--- config.mk ---
export PLATFORM = sky130hd
export DESIGN_NAME = phc_time_core
export DESIGN_NICKNAME = d
export VERILOG_FILES = /design/src/rtl/phc_pkg.sv /design/src/rtl/phc_ctrl.sv /design/src/rtl/phc_datapath.sv /design/src/rtl/phc_time_core.sv
export SDC_FILE = /design/constraint.sdc
export NUM_CORES = 1
export LEC_CHECK = 0
export CORE_MARGIN = 2
export CORE_UTILIZATION = 45
export DETAILED_ROUTE_END_ITERATION = 10
export HOLD_SLACK_MARGIN = 0.02
export SYNTH_ARGS = -nofsm -noshare
export SYNTH_HDL_FRONTEND = slang
export SYNTH_SLANG_ARGS = --single-unit
--- constraint.sdc ---
create_clock -name clk -period 6.7 [get_ports clk]
set_input_delay 0.67 -clock clk [delete_from_list [all_inputs] [get_ports clk]]
set_output_delay 0.67 -clock clk [all_outputs]
set_load 0.1 [all_outputs]
--- src/rtl/phc_pkg.sv ---
package phc_pkg;

  localparam int unsigned TIME_W   = 64;
  localparam int unsigned WORD_W   = 32;
  localparam int unsigned RATE_W   = 32;
  localparam int unsigned ADDR_W   = 2;

  localparam int unsigned CMD_VALID_BIT = 31;
  localparam int unsigned CMD_CLEAR_BIT = 2;
  localparam int unsigned CMD_MODE_BIT  = 0;

  localparam logic [RATE_W-1:0] RATE_NOMINAL = {1'b1, {(RATE_W-1){1'b0}}};

  typedef enum logic [ADDR_W-1:0] {
    REG_CMD  = 2'd0,
    REG_RATE = 2'd1,
    REG_TLO  = 2'd2,
    REG_THI  = 2'd3
  } regSel_e;

  typedef struct packed {
    logic              clear;
    logic              load;
    logic              add;
    logic              snap;
    logic [TIME_W-1:0] value;
  } dpCtl_t;

endpackage

--- src/rtl/phc_ctrl.sv ---
module phc_ctrl
  import phc_pkg::*;
(
  input  logic              clk,
  input  logic              rstN,
  input  logic              wrEn,
  input  logic              rdEn,
  input  logic [ADDR_W-1:0] addr,
  input  logic [WORD_W-1:0] wrData,
  input  logic [WORD_W-1:0] timeLo,
  input  logic [WORD_W-1:0] hiLatch,
  output logic [RATE_W-1:0] rate,
  output dpCtl_t            ctl,
  output logic [WORD_W-1:0] rdData
);

  logic              modeQ;
  logic              clearPendQ;
  logic [RATE_W-1:0] rateQ;
  logic [WORD_W-1:0] stageQ;
  logic [WORD_W-1:0] rdDataQ;

  logic              cmdWr;
  logic              commitWr;
  logic [WORD_W-1:0] cmdWord;
  logic [WORD_W-1:0] rdMux;

  assign cmdWr    = wrEn && (addr == REG_CMD) && wrData[CMD_VALID_BIT];
  assign commitWr = wrEn && (addr == REG_THI);

  always_ff @(posedge clk or negedge rstN) begin
    if (!rstN) begin
      modeQ      <= 1'b0;
      clearPendQ <= 1'b0;
      rateQ      <= RATE_NOMINAL;
      stageQ     <= '0;
      rdDataQ    <= '0;
    end else begin
      clearPendQ <= cmdWr && wrData[CMD_CLEAR_BIT];
      if (cmdWr) modeQ <= wrData[CMD_MODE_BIT];
      if (wrEn && (addr == REG_RATE)) rateQ <= wrData[RATE_W-1:0];
      if (wrEn && (addr == REG_TLO)) stageQ <= wrData;
      if (rdEn) rdDataQ <= rdMux;
    end
  end

  always_comb begin
    cmdWord = '0;
    cmdWord[CMD_MODE_BIT]  = modeQ;
    cmdWord[CMD_CLEAR_BIT] = clearPendQ;
  end

  always_comb begin
    unique case (addr)
      REG_CMD:  rdMux = cmdWord;
      REG_RATE: rdMux = WORD_W'(rateQ);
      REG_TLO:  rdMux = timeLo;
      default:  rdMux = hiLatch;
    endcase
  end

  always_comb begin
    ctl.clear = clearPendQ;
    ctl.load  = commitWr && !modeQ;
    ctl.add   = commitWr && modeQ;
    ctl.snap  = rdEn && (addr == REG_TLO);
    ctl.value = {wrData, stageQ};
  end

  assign rate   = rateQ;
  assign rdData = rdDataQ;

endmodule

--- src/rtl/phc_datapath.sv ---
module phc_datapath
  import phc_pkg::*;
#(
  parameter int unsigned DivPeriod = 3
) (
  input  logic              clk,
  input  logic              rstN,
  input  logic [RATE_W-1:0] rate,
  input  dpCtl_t            ctl,
  output logic [TIME_W-1:0] timeNow,
  output logic [WORD_W-1:0] hiLatch
);

  logic              tickEn;
  logic [RATE_W-1:0] accQ;
  logic [RATE_W:0]   phaseSum;
  logic [TIME_W-1:0] step;
  logic [TIME_W-1:0] timeQ;
  logic [WORD_W-1:0] hiQ;

  generate
    if (DivPeriod > 1) begin : g_div
      localparam int unsigned DivW = $clog2(DivPeriod);
      localparam logic [DivW-1:0] DivLast = DivW'(DivPeriod - 1);
      logic [DivW-1:0] divQ;
      always_ff @(posedge clk or negedge rstN) begin
        if (!rstN)                divQ <= '0;
        else if (ctl.clear)       divQ <= '0;
        else if (divQ == DivLast) divQ <= '0;
        else                      divQ <= divQ + 1'b1;
      end
      assign tickEn = (divQ != DivLast);
    end else begin : g_nodiv
      assign tickEn = 1'b1;
    end
  endgenerate

  assign phaseSum = {1'b0, accQ} + {1'b0, rate};

  always_comb begin
    if (!tickEn)                step = '0;
    else if (phaseSum[RATE_W])  step = TIME_W'(2);
    else                        step = TIME_W'(1);
  end

  always_ff @(posedge clk or negedge rstN) begin
    if (!rstN) begin
      accQ  <= '0;
      timeQ <= '0;
    end else if (ctl.clear) begin
      accQ  <= '0;
      timeQ <= '0;
    end else begin
      if (tickEn) accQ <= phaseSum[RATE_W-1:0];
      if (ctl.load)     timeQ <= ctl.value;
      else if (ctl.add) timeQ <= timeQ + step + ctl.value;
      else              timeQ <= timeQ + step;
    end
  end

  always_ff @(posedge clk or negedge rstN) begin
    if (!rstN)         hiQ <= '0;
    else if (ctl.snap) hiQ <= timeQ[TIME_W-1:WORD_W];
  end

  assign timeNow = timeQ;
  assign hiLatch = hiQ;

endmodule

--- src/rtl/phc_time_core.sv ---
module phc_time_core
  import phc_pkg::*;
#(
  parameter int unsigned DivPeriod = 3
) (
  input  logic              clk,
  input  logic              rstN,
  input  logic              busWrEn,
  input  logic              busRdEn,
  input  logic [ADDR_W-1:0] busAddr,
  input  logic [WORD_W-1:0] busWrData,
  output logic [WORD_W-1:0] busRdData,
  output logic [TIME_W-1:0] timeNow
);

  dpCtl_t            dpCtl;
  logic [RATE_W-1:0] rate;
  logic [WORD_W-1:0] hiLatch;

  phc_ctrl u_ctrl (
    .clk     (clk),
    .rstN    (rstN),
    .wrEn    (busWrEn),
    .rdEn    (busRdEn),
    .addr    (busAddr),
    .wrData  (busWrData),
    .timeLo  (timeNow[WORD_W-1:0]),
    .hiLatch (hiLatch),
    .rate    (rate),
    .ctl     (dpCtl),
    .rdData  (busRdData)
  );

  phc_datapath #(.DivPeriod(DivPeriod)) u_dp (
    .clk     (clk),
    .rstN    (rstN),
    .rate    (rate),
    .ctl     (dpCtl),
    .timeNow (timeNow),
    .hiLatch (hiLatch)
  );

endmodule

=== Yosys cells after proc, flatten, opt, wreduce, memory -nomap -nowiden ===
Cells that the tools add are included.

* Register bits after elaboration: 228
* Logic and storage cells: 40

* $add $sub $neg: 4
* Reductions and logical operators: 12
* Equal/unequal tests: 5
* Muxes and demuxes: 10

{| class="wikitable"
|+ Operator list
! operator !! number
|-
| $mux 64 || 4
|-
| $add 64x64->64 || 2
|-
| $pmux 32 s3 || 1
|-
| $mux 32 || 2
|-
| $add 32x32->33 || 1
|-
| $logic_and 1x1->1 || 9
|-
| $eq 2x2->1 const B || 3
|-
| $mux 2 || 3
|-
| $add 2x1->2 const B || 1
|-
| $eq 2x1->1 const B || 1
|-
| $logic_not 2->1 || 1
|-
| $ne 2x2->1 const B || 1
|-
| $reduce_bool 2->1 || 1
|-
| $logic_not 1->1 || 1
|}

=== Depth between registers and ports, before layout ===
Gate-level depths: netlist of run 1.

* Word-level depth: 8
* Depth in mapped cells: 33
* Mapped depth without buffers: 31

=== Cells and area by module ===
From an unflattened synthesis of run 1, not the netlist that was laid out.

* Cell total of the unflattened synthesis: 1858
* Area, all modules: 16706.0 sq um

{| class="wikitable"
|+ By module, submodules not included
! module !! cells each !! area each (sq um) !! sequential area each (sq um) !! times used
|-
| phc_datapath || 1497 || 12130.4 || 3253.1 || 1
|-
| phc_ctrl || 361 || 4575.6 || 2453.6 || 1
|}

=== Worst setup path before layout of run 1 ===
Ideal clock, no wire load.

* Path kind: flip-flop to flip-flop
* Start: reg u_ctrl.rateQ[0] (netlist: u_ctrl.rate[0])
* End: reg u_dp.timeQ[60] (netlist: u_dp.timeNow[60])
* Slack: 0.548 ns
* Setup time: 0.087 ns
* Period minus slack after synthesis: 6.152 ns
* Buffers on the path: 2
* Cell stages (with the launch flop): 33
* Arrival time: 6.065 ns
* Path through: dfrtp_1 > ha_1 > inv_1 > fa_1 > nand2b_1 > a21oi_1 > o311ai_1 > o21ai_1 > nand3_1 > a21oi_1 > a31oi_1 > nor2b_1 > o22ai_1 > ha_1 > fa_1 > and4_1 > nor2b_1 > clkbuf_1 > and3_2 > and2_4 > nand4_2 > xnor2_2 > ha_1 > clkbuf_1 > nand2_1 > o21ai_0 > a21oi_1 > o21ai_0 > a221o_1 > o21a_1 > a41oi_2 > mux2_4 > a211oi_2

* Word-level cells in the longest chain between the ends: 8

{| class="wikitable"
|+ RTL lines
! what !! line !! text
|-
| from (decl) || phc_ctrl.sv:19 || <nowiki>logic [RATE_W-1:0] rateQ;</nowiki>
|-
| from (signal assigned) || phc_ctrl.sv:41 || <nowiki>if (wrEn && (addr == REG_RATE)) rateQ <= wrData[RATE_W-1:0];</nowiki>
|-
| $add 32x32->33 * || phc_datapath.sv:38 || <nowiki>assign phaseSum = {1'b0, accQ} + {1'b0, rate};</nowiki>
|-
| $mux 2 * || phc_datapath.sv:42 || <nowiki>else if (phaseSum[RATE_W]) step = TIME_W'(2);</nowiki>
|-
| $mux 64 * || phc_datapath.sv:41 || <nowiki>if (!tickEn) step = '0;</nowiki>
|-
| $add 64x64->64 * || phc_datapath.sv:56, phc_datapath.sv:57 ||
|-
| $add 64x64->64 || phc_datapath.sv:56 || <nowiki>else if (ctl.add) timeQ <= timeQ + step + ctl.value;</nowiki>
|-
| $mux 64 * || phc_datapath.sv:56 ||
|-
| $mux 64 * || phc_datapath.sv:55 || <nowiki>if (ctl.load) timeQ <= ctl.value;</nowiki>
|-
| $mux 64 * || phc_datapath.sv:50 || <nowiki>end else if (ctl.clear) begin</nowiki>
|-
| to (signal assigned) || phc_datapath.sv:55 ||
|-
| to (signal assigned) || phc_datapath.sv:56 ||
|-
| to (signal assigned) || phc_datapath.sv:57 || <nowiki>else timeQ <= timeQ + step;</nowiki>
|-
| to (decl) || phc_datapath.sv:18 || <nowiki>logic [TIME_W-1:0] timeQ;</nowiki>
|}

Mark *: on every way between the ends. The rest lies on a longest branch, timed or not.
A chain may end at the register's enable or synchronous reset.

=== Worst setup path after layout of run 1 ===
* Start: reg u_ctrl.rateQ[3] (netlist: u_ctrl.rate[3])
* End: reg u_dp.timeQ[63] (netlist: u_dp.timeNow[63])

The elaborated chain is that of the path after synthesis.

==> reports/qor.yml, run 1 <==
yosys:
  synth_top_area_share_pct: 34.0
  synth_ff_type: "dfrtp_1"
  postSynth.asyncResetShare_pct: 100
  synth_edf_count: 0
  ys_types: 90
  yosys_warnings: 0
  synthCells: 1883
  synth-seq-cells: 228
  syn_nets: 2026
  netlist_area_mm2: 0.0167
  yosysSeqAreaShare_pct: 34.2
  synth.avg_cell_area_um2: 8.87
  synth_area_leaders: "dfrtp_1, mux2_2, ha_1, a21oi_1, nand2_1"
  yosys.area.top_type: "dfrtp_1"
clock_tree:
  tritoncts: "yes"
  clock-root-buffer: "clkbuf_16"
  hold_buffers: 0
  htreeDepth: 1
  cts_sinks: 228
  clock_path_buffers: 3
  numCtsBuffers: 28
  clkLatencyLatePin_ps: 590
  cts.reportedPaths.clkPinSlew_ps: 60
grt:
  grtUsageTotal_pct: 31.9
  grt_pass1_wl_um: 93500
  grt_max_degree: 157
  grt_pass1_vias: 15400
  antenna_found_initial: 0
  overflow: 0
timing:
  hold_viol: 0
  drv_slew: 0
  fin_crit_ps: 6540
  fmax_ghz: 0.153
  worstMarginPinSlew_ps: 1040
  period_share_pct: 97.6
  slew-limit-headroom_pct: 30.5
  finalSetupTns_ps: 0
  fin_skew_ps: 16.5
  setup_viol: 0
critical_path:
  crit_fanout: 11
  cp_slowest_cell: "or3_1"
  cp.required_ps: 7160
  critPathTopFamily: "compound AO/OA/AOI/OAI gates"
  cp_common_cell: "ha_1"
  startpoint_type: "flip-flop"
  critPathCaptureType: "flip-flop"
  path_buf_inv: 3
  cpPeakStageDelay_ps: 450
  path_class: "flip-flop to flip-flop"
  crit_arrival_ps: 7000
die:
  core_area_mm2: 0.0366
  design.portCount: 134
  start_util_pct: 45.6
  die_x_um: 197
  dieHeight_um: 197
  rows: 70
  dieArea_mm2: 0.0387
flow_run:
  maxCapViolCount: 0
place:
  gp_congestion: 0.986
  dp_hpwl_um: 46100
  io_buffer_count: 133
power_and_ir_drop:
  p_total_uw: 11500
  power-per-cell-area_mw_per_mm2: 558
  irDropWorstVdd_mv: 0.280
  cellLeakagePower_uw: 0.00875
outcome:
  status: "complete, no violations"
final_layout:
  multi_input_area_mm2: 0.0107
  fin_util_pct: 56.3
  nets: 2250
  layout-drive-gt1-share_pct: 20.4
  syn2layout_area_growth_pct: 23.4
  fill_cells: 3341
  regArea_mm2: 0.00571
drt:
  postRouteAntennaNets: 0
  wl_per_cell_um: 23.9
  drt_wl_total_um: 62200
  vias: 15800
  drcViolationCount: 0
  drt_iter0_drc: 1075
  firstDrtPassIters: 5
  drt-vias-per-instance: 6.07
worst_hold_path:
  hold_class: "primary input to async pin"
-- Yosys cell counts (33+ instances only) --
library cell,n
dfrtp_1,227
a21oi_1,193
nand2_1,184
nor2_1,179
mux2_2,125
ha_1,102
o21ai_0,87
clkbuf_1,75
xnor2_1,67
nand3_1,61
xor2_1,61
a211oi_1,43
nor3_1,34
inv_1,33
-- cells by family (layout without fill, tap and decap cells) --
group	after synthesis	count (layout)	synth area share, %
AO/OA/AOI/OAI	546	546	21.3
XOR/XNOR	129	129	6.81
adder cells (fa/ha/maj)	105	105	8.00
buffers and inverters	134	379	3.12
flip-flops	228	228	34.2
multiplexers	145	145	9.81
other	0	1	0
AND/OR/NAND/NOR	596	596	16.8
-- sequential cells by signal, indices dropped and copies added, names as in the netlist --
| register | count |
|---|---|
| u_ctrl.modeQ | 1 |
| u_ctrl.clearPendQ | 1 |
| u_ctrl.rdData | 32 |
| u_dp.hiLatch | 32 |
| u_dp.g_div.divQ | 2 |
| u_dp.timeNow | 64 |
| u_dp.accQ | 32 |
| u_ctrl.stageQ | 32 |
| u_ctrl.rate | 32 |
-- through the flow --
stage | worst slack (ps) | area, um^2 | hold WS, ps | std cells
3_5_place_dp | -105 | 19400 | 471 | 2534
2_1_floorplan | 548 | 16700 | 374 | 1883
3_3_place_gp | -82.2 | 19400 | 457 | 2534
6_report | 162 | 20600 | 28.7 | 2597
4_1_cts | 3.53 | 20300 | 58.0 | 2585
5_1_grt | -36.3 | 20600 | 92.0 | 2596
-- area by class of cell --
type	count	area share, %
Multi-Input combinational cell	1521	51.9
Sequential cell	228	27.7
Timing Repair Buffer	295	12.4
Clock buffer	34	3.75
Tap cell	468	2.84
Clock inverter	17	0.728
Inverter	33	0.601
Antenna cell	1	0.0121
-- timing repair --
action                                  4_1_cts  5_1_grt
hold endpoints to repair                      0        0
resized for setup                             5       46
setup buffers                                 0       11
pin swaps                                     0       18
endpoints found under the setup margin       14       39
-- power breakdown --
| part | total [uW] | leakage [uW] | switching, uW | internal [uW] |
|---|---|---|---|---|
| Clock | 1520 | 0.000456 | 660 | 863 |
| Combinational | 7480 | 0.00561 | 4660 | 2820 |
| Sequential | 2510 | 0.00268 | 639 | 1870 |
| Total | 11500 | 0.00875 | 5960 | 5550 |
-- per-layer routing --
| metal | global-route usage, % | part of all wire [%] | vias up |
|---|---|---|---|
| li1 | - | - | 7320 |
| met4 | 12.6 | 4.3 | 0 |
| met3 | 6.83 | 7.5 | 147 |
| met5 | 0 | 0 | - |
| met2 | 49.9 | 45 | 602 |
| met1 | 43.3 | 43 | 7704 |
-- cells in the final DEF (no fill, tap or decap), types with 12 or more instances in the layout --
master | netlist | routed
clkbuf_16 | 0 | 28
mux2i_1 | 16 | 16
a21oi_1 | 193 | 185
nor2_1 | 179 | 174
o211ai_1 | 14 | 14
o21ai_0 | 87 | 85
or3_1 | 14 | 14
xnor2_1 | 67 | 64
a21o_1 | 32 | 32
ha_1 | 102 | 99
mux2_2 | 125 | 125
nor3_1 | 34 | 32
inv_1 | 33 | 33
o21bai_1 | 20 | 20
buf_4 | 0 | 159
nand3_1 | 61 | 57
and3_1 | 21 | 19
nand2_1 | 184 | 183
nand4_1 | 32 | 32
and2_1 | 12 | 12
dfrtp_1 | 227 | 225
a22oi_1 | 31 | 31
clkdlybuf4s50_1 | 0 | 130
a211oi_1 | 43 | 42
o21a_1 | 21 | 21
xor2_1 | 61 | 60
-- worst paths after layout --
| check | start | endpoint | slack, ps | depth (start not counted) |
|---|---|---|---|---|
| hold / removal | rstN | u_ctrl.rdData[1] | 30 | 1 |
| hold reg to reg | u_dp.g_div.divQ[1] | u_dp.g_div.divQ[0] | 480 | 1 |
| min in group clk | u_dp.g_div.divQ[1] | u_dp.g_div.divQ[0] | 480 | 1 |
| setup reg to reg | u_ctrl.rate[3] | u_dp.timeNow[63] | 160 | 28 |
| max in group asynchronous | rstN | u_dp.hiLatch[22] | 5390 | 2 |
| setup / recovery | u_ctrl.rate[3] | u_dp.timeNow[63] | 160 | 28 |
Power figures use the tool's default switching activity.
==> run 2, diff against run 1 <==
GPL_ROUTABILITY_DRIVEN = 0   (was default)
GPL_TIMING_DRIVEN = 0   (was default)
==> run 2 against run 1 <==
- clock skew down 8.2 ps
- critical path depth did not move
- sequential share of layout area grew 0.22 points
- non-clock buffer count is 35 lower
- power down 1.2%
- clock power fell by 5%
- register-to-register slack about the same
==> reports/qor.yml, run 2 (synthesis gave the netlist of run 1 again) <==
outcome:
  status: "complete, no violations"
clock_tree:
  tritoncts: "yes"
  clkLatencyLatePin_ps: 580  # about the same
  htreeDepth: 1  # unchanged
  clock_path_buffers: 3  # unchanged
  clock-root-buffer: "clkbuf_16"
  cts.reportedPaths.clkPinSlew_ps: 60  # about the same
  numCtsBuffers: 27  # -3.6%
  cts_sinks: 228  # unchanged
final_layout:
  final_area_mm2: 0.0204  # -0.80%
  layout_common_cells: "dfrtp_1, a21oi_1, nand2_1"
  largest_reg_flops: 64  # unchanged
  fin_util_pct: 55.9  # -0.45 points
  layout-drive-gt1-share_pct: 16.9  # -3.6 points
  final_common_cell: "dfrtp_1"
  syn2layout_area_growth_pct: 22.4
  nets: 2214  # -1.6%
critical_path:
  crit-reg2reg-launch: "u_ctrl.rate[7]"
  cp.required_ps: 7170  # about the same
  path_class: "flip-flop to flip-flop"
  cp-startpoint: "u_ctrl.rate[7]"
  critPathCaptureType: "flip-flop"
  startpoint_type: "flip-flop"
  cpPeakStageDelay_ps: 580  # +130 ps
  cp_slowest_cell: "or4_4"
  crit_fanout: 5  # -6
  crit_arrival_ps: 7010  # about the same
drt:
  drcViolationCount: 0  # unchanged
  postRouteAntennaNets: 0  # unchanged
  wl_per_cell_um: 25.8  # +7.8%
  top_layer_used: "met4"
  wl_met1_um: 27100  # +0.40%
  dr_wl_met3_um: 5880  # +26%
  firstDrtPassIters: 6  # +1
  drt-vias-per-instance: 6.36  # +4.7%
  drt_iter0_drc: 1564  # +45%
  drt_wl_total_um: 66000  # +6.1%
  vias: 16300  # +3.1%
  route.met2.wl_um: 30000  # +7.8%
power_and_ir_drop:
  power_frac_comb_pct: 65.3  # +0.3 points
  power-per-cell-area_mw_per_mm2: 556  # -0.37%
  p_int_uw: 5350  # -3.6%
  cellLeakagePower_uw: 0.00841  # -3.9%
  irDropWorstVdd_mv: 0.281  # +0.52%
  p_total_uw: 11400  # -1.2%
  seqPwrFrac_pct: 22.0  # +0.2 points
  power_switching_share_pct: 53.0  # +1.2 points
  switching_power_uw: 6030  # +1.1%
  power.share.clock_pct: 12.7  # -0.5 points
timing:
  setup_ws_ps: 160  # -1.81 ps
  fin_crit_ps: 6540  # +1.81 ps
  drv_slew: 0  # unchanged
  fmax_ghz: 0.153  # about the same
  slew-limit-headroom_pct: 12.8  # -18 points
  period_share_pct: 97.6  # about the same
  worstMarginPinSlew_ps: 1310  # +269 ps
  hold_viol: 0  # unchanged
  setup_viol: 0  # unchanged
  fin_skew_ps: 8.29  # -8.25 ps
worst_hold_path:
  hold_class: "flip-flop to flip-flop"
  min_from: "u_dp.g_div.divQ[0]"
die:
  dieArea_mm2: 0.0387  # unchanged
  die_x_um: 197  # unchanged
  core_area_mm2: 0.0366  # unchanged
  dieHeight_um: 197  # unchanged
  design.portCount: 134  # unchanged
  rows: 70  # unchanged
  start_util_pct: 45.6  # unchanged
grt:
  grt_max_degree: 111  # -29%
  grt_pass1_vias: 15500  # +0.84%
  grt_pass1_wl_um: 97200  # +4.0%
  grtUsageTotal_pct: 33.6  # +1.6 points
  antenna_found_initial: 2  # +2
  overflow: 0  # unchanged
place:
  place_area_mm2: 0.0187  # -3.7%
  io_buffer_count: 131  # -1.5%
  pre_cts_slack_ps: -1740  # -1640 ps
  dp_hpwl_um: 49600  # +7.6%
flow_run:
  maxCapViolCount: 0  # unchanged
run 2: cell types whose count changed in the layout (fill, tap and decap cells not counted), sizes merged:
cell and delta:
buf -102, dlygate4sd3 +1, clkbuf +68, clkinvlp -3
inv +1, clkinv -7, diode +1
run 2: per-layer routing:
layer  track usage [%]  up-vias
li1                  -     7246
met1              45.3     7978
met2              53.9      837
met3              5.72      195
met4              13.4        0
met5                 0        -
run 2: final timing paths:
check | to | slack, ps | depth (start not counted)
max in group asynchronous | u_dp.timeNow[60] | 4830 | 4
worst min-delay path | u_dp.g_div.divQ[0] | 470 | 1
min in group asynchronous | u_ctrl.rdData[5] | 560 | 2
worst min register to register | u_dp.g_div.divQ[0] | 470 | 1
worst max register to register | u_dp.timeNow[60] | 160 | 28
worst max-delay path | u_dp.timeNow[60] | 160 | 28
run 2: metrics by stage:
step           instances  hold slack [ps]  setup TNS, ps
2_1_floorplan       1883              374              0
3_3_place_gp        2482              449       -1209570
3_5_place_dp        2484              463         -54870
4_1_cts             2548              469              0
5_1_grt             2554              492          -98.1
6_report            2556              474              0
run 2: what timing repair did:
item,4_1_cts,5_1_grt
resized for setup,80,60
hold buffers,1,0
buffers inserted,23,10
hold endpoints to repair,35,0
endpoints found under the setup margin,54,41
pin swaps,27,39
cloned,1,0
run 2: final cells by class:
class / instances / area (um^2)
plain buffers: 92 / 407
clock inverters: 8 / 80.1
diodes: 2 / 5.00
repair buffers: 168 / 1650
inverters: 33 / 124
clock buffers: 36 / 759
well taps: 468 / 586
flip-flops and latches: 228 / 5710
multi-input cells: 1521 / 11100
fillers: 3301 / 16200
run 2: power groups by stage:
stage / registers, uW / clock network (uW) / logic [uW]
after floorplan: 3710 / 0 / 3740
after global placement: 2450 / 0 / 6710
after detailed placement: 2460 / 0 / 6790
after CTS: 2460 / 1450 / 7110
after global routing: 2540 / 1510 / 7940
final: 2500 / 1440 / 7430
run 2: worst max-delay path, delay by kind of cell (launching register included):
kind,cells,cell delay (ps)
AND/OR/NAND/NOR,10,1860
buffers and inverters,1,150
flip-flops,1,430
XOR/XNOR,1,200
multiplexers,1,350
adder cells (fa/ha/maj),3,1070
AO/OA/AOI/OAI,12,2350
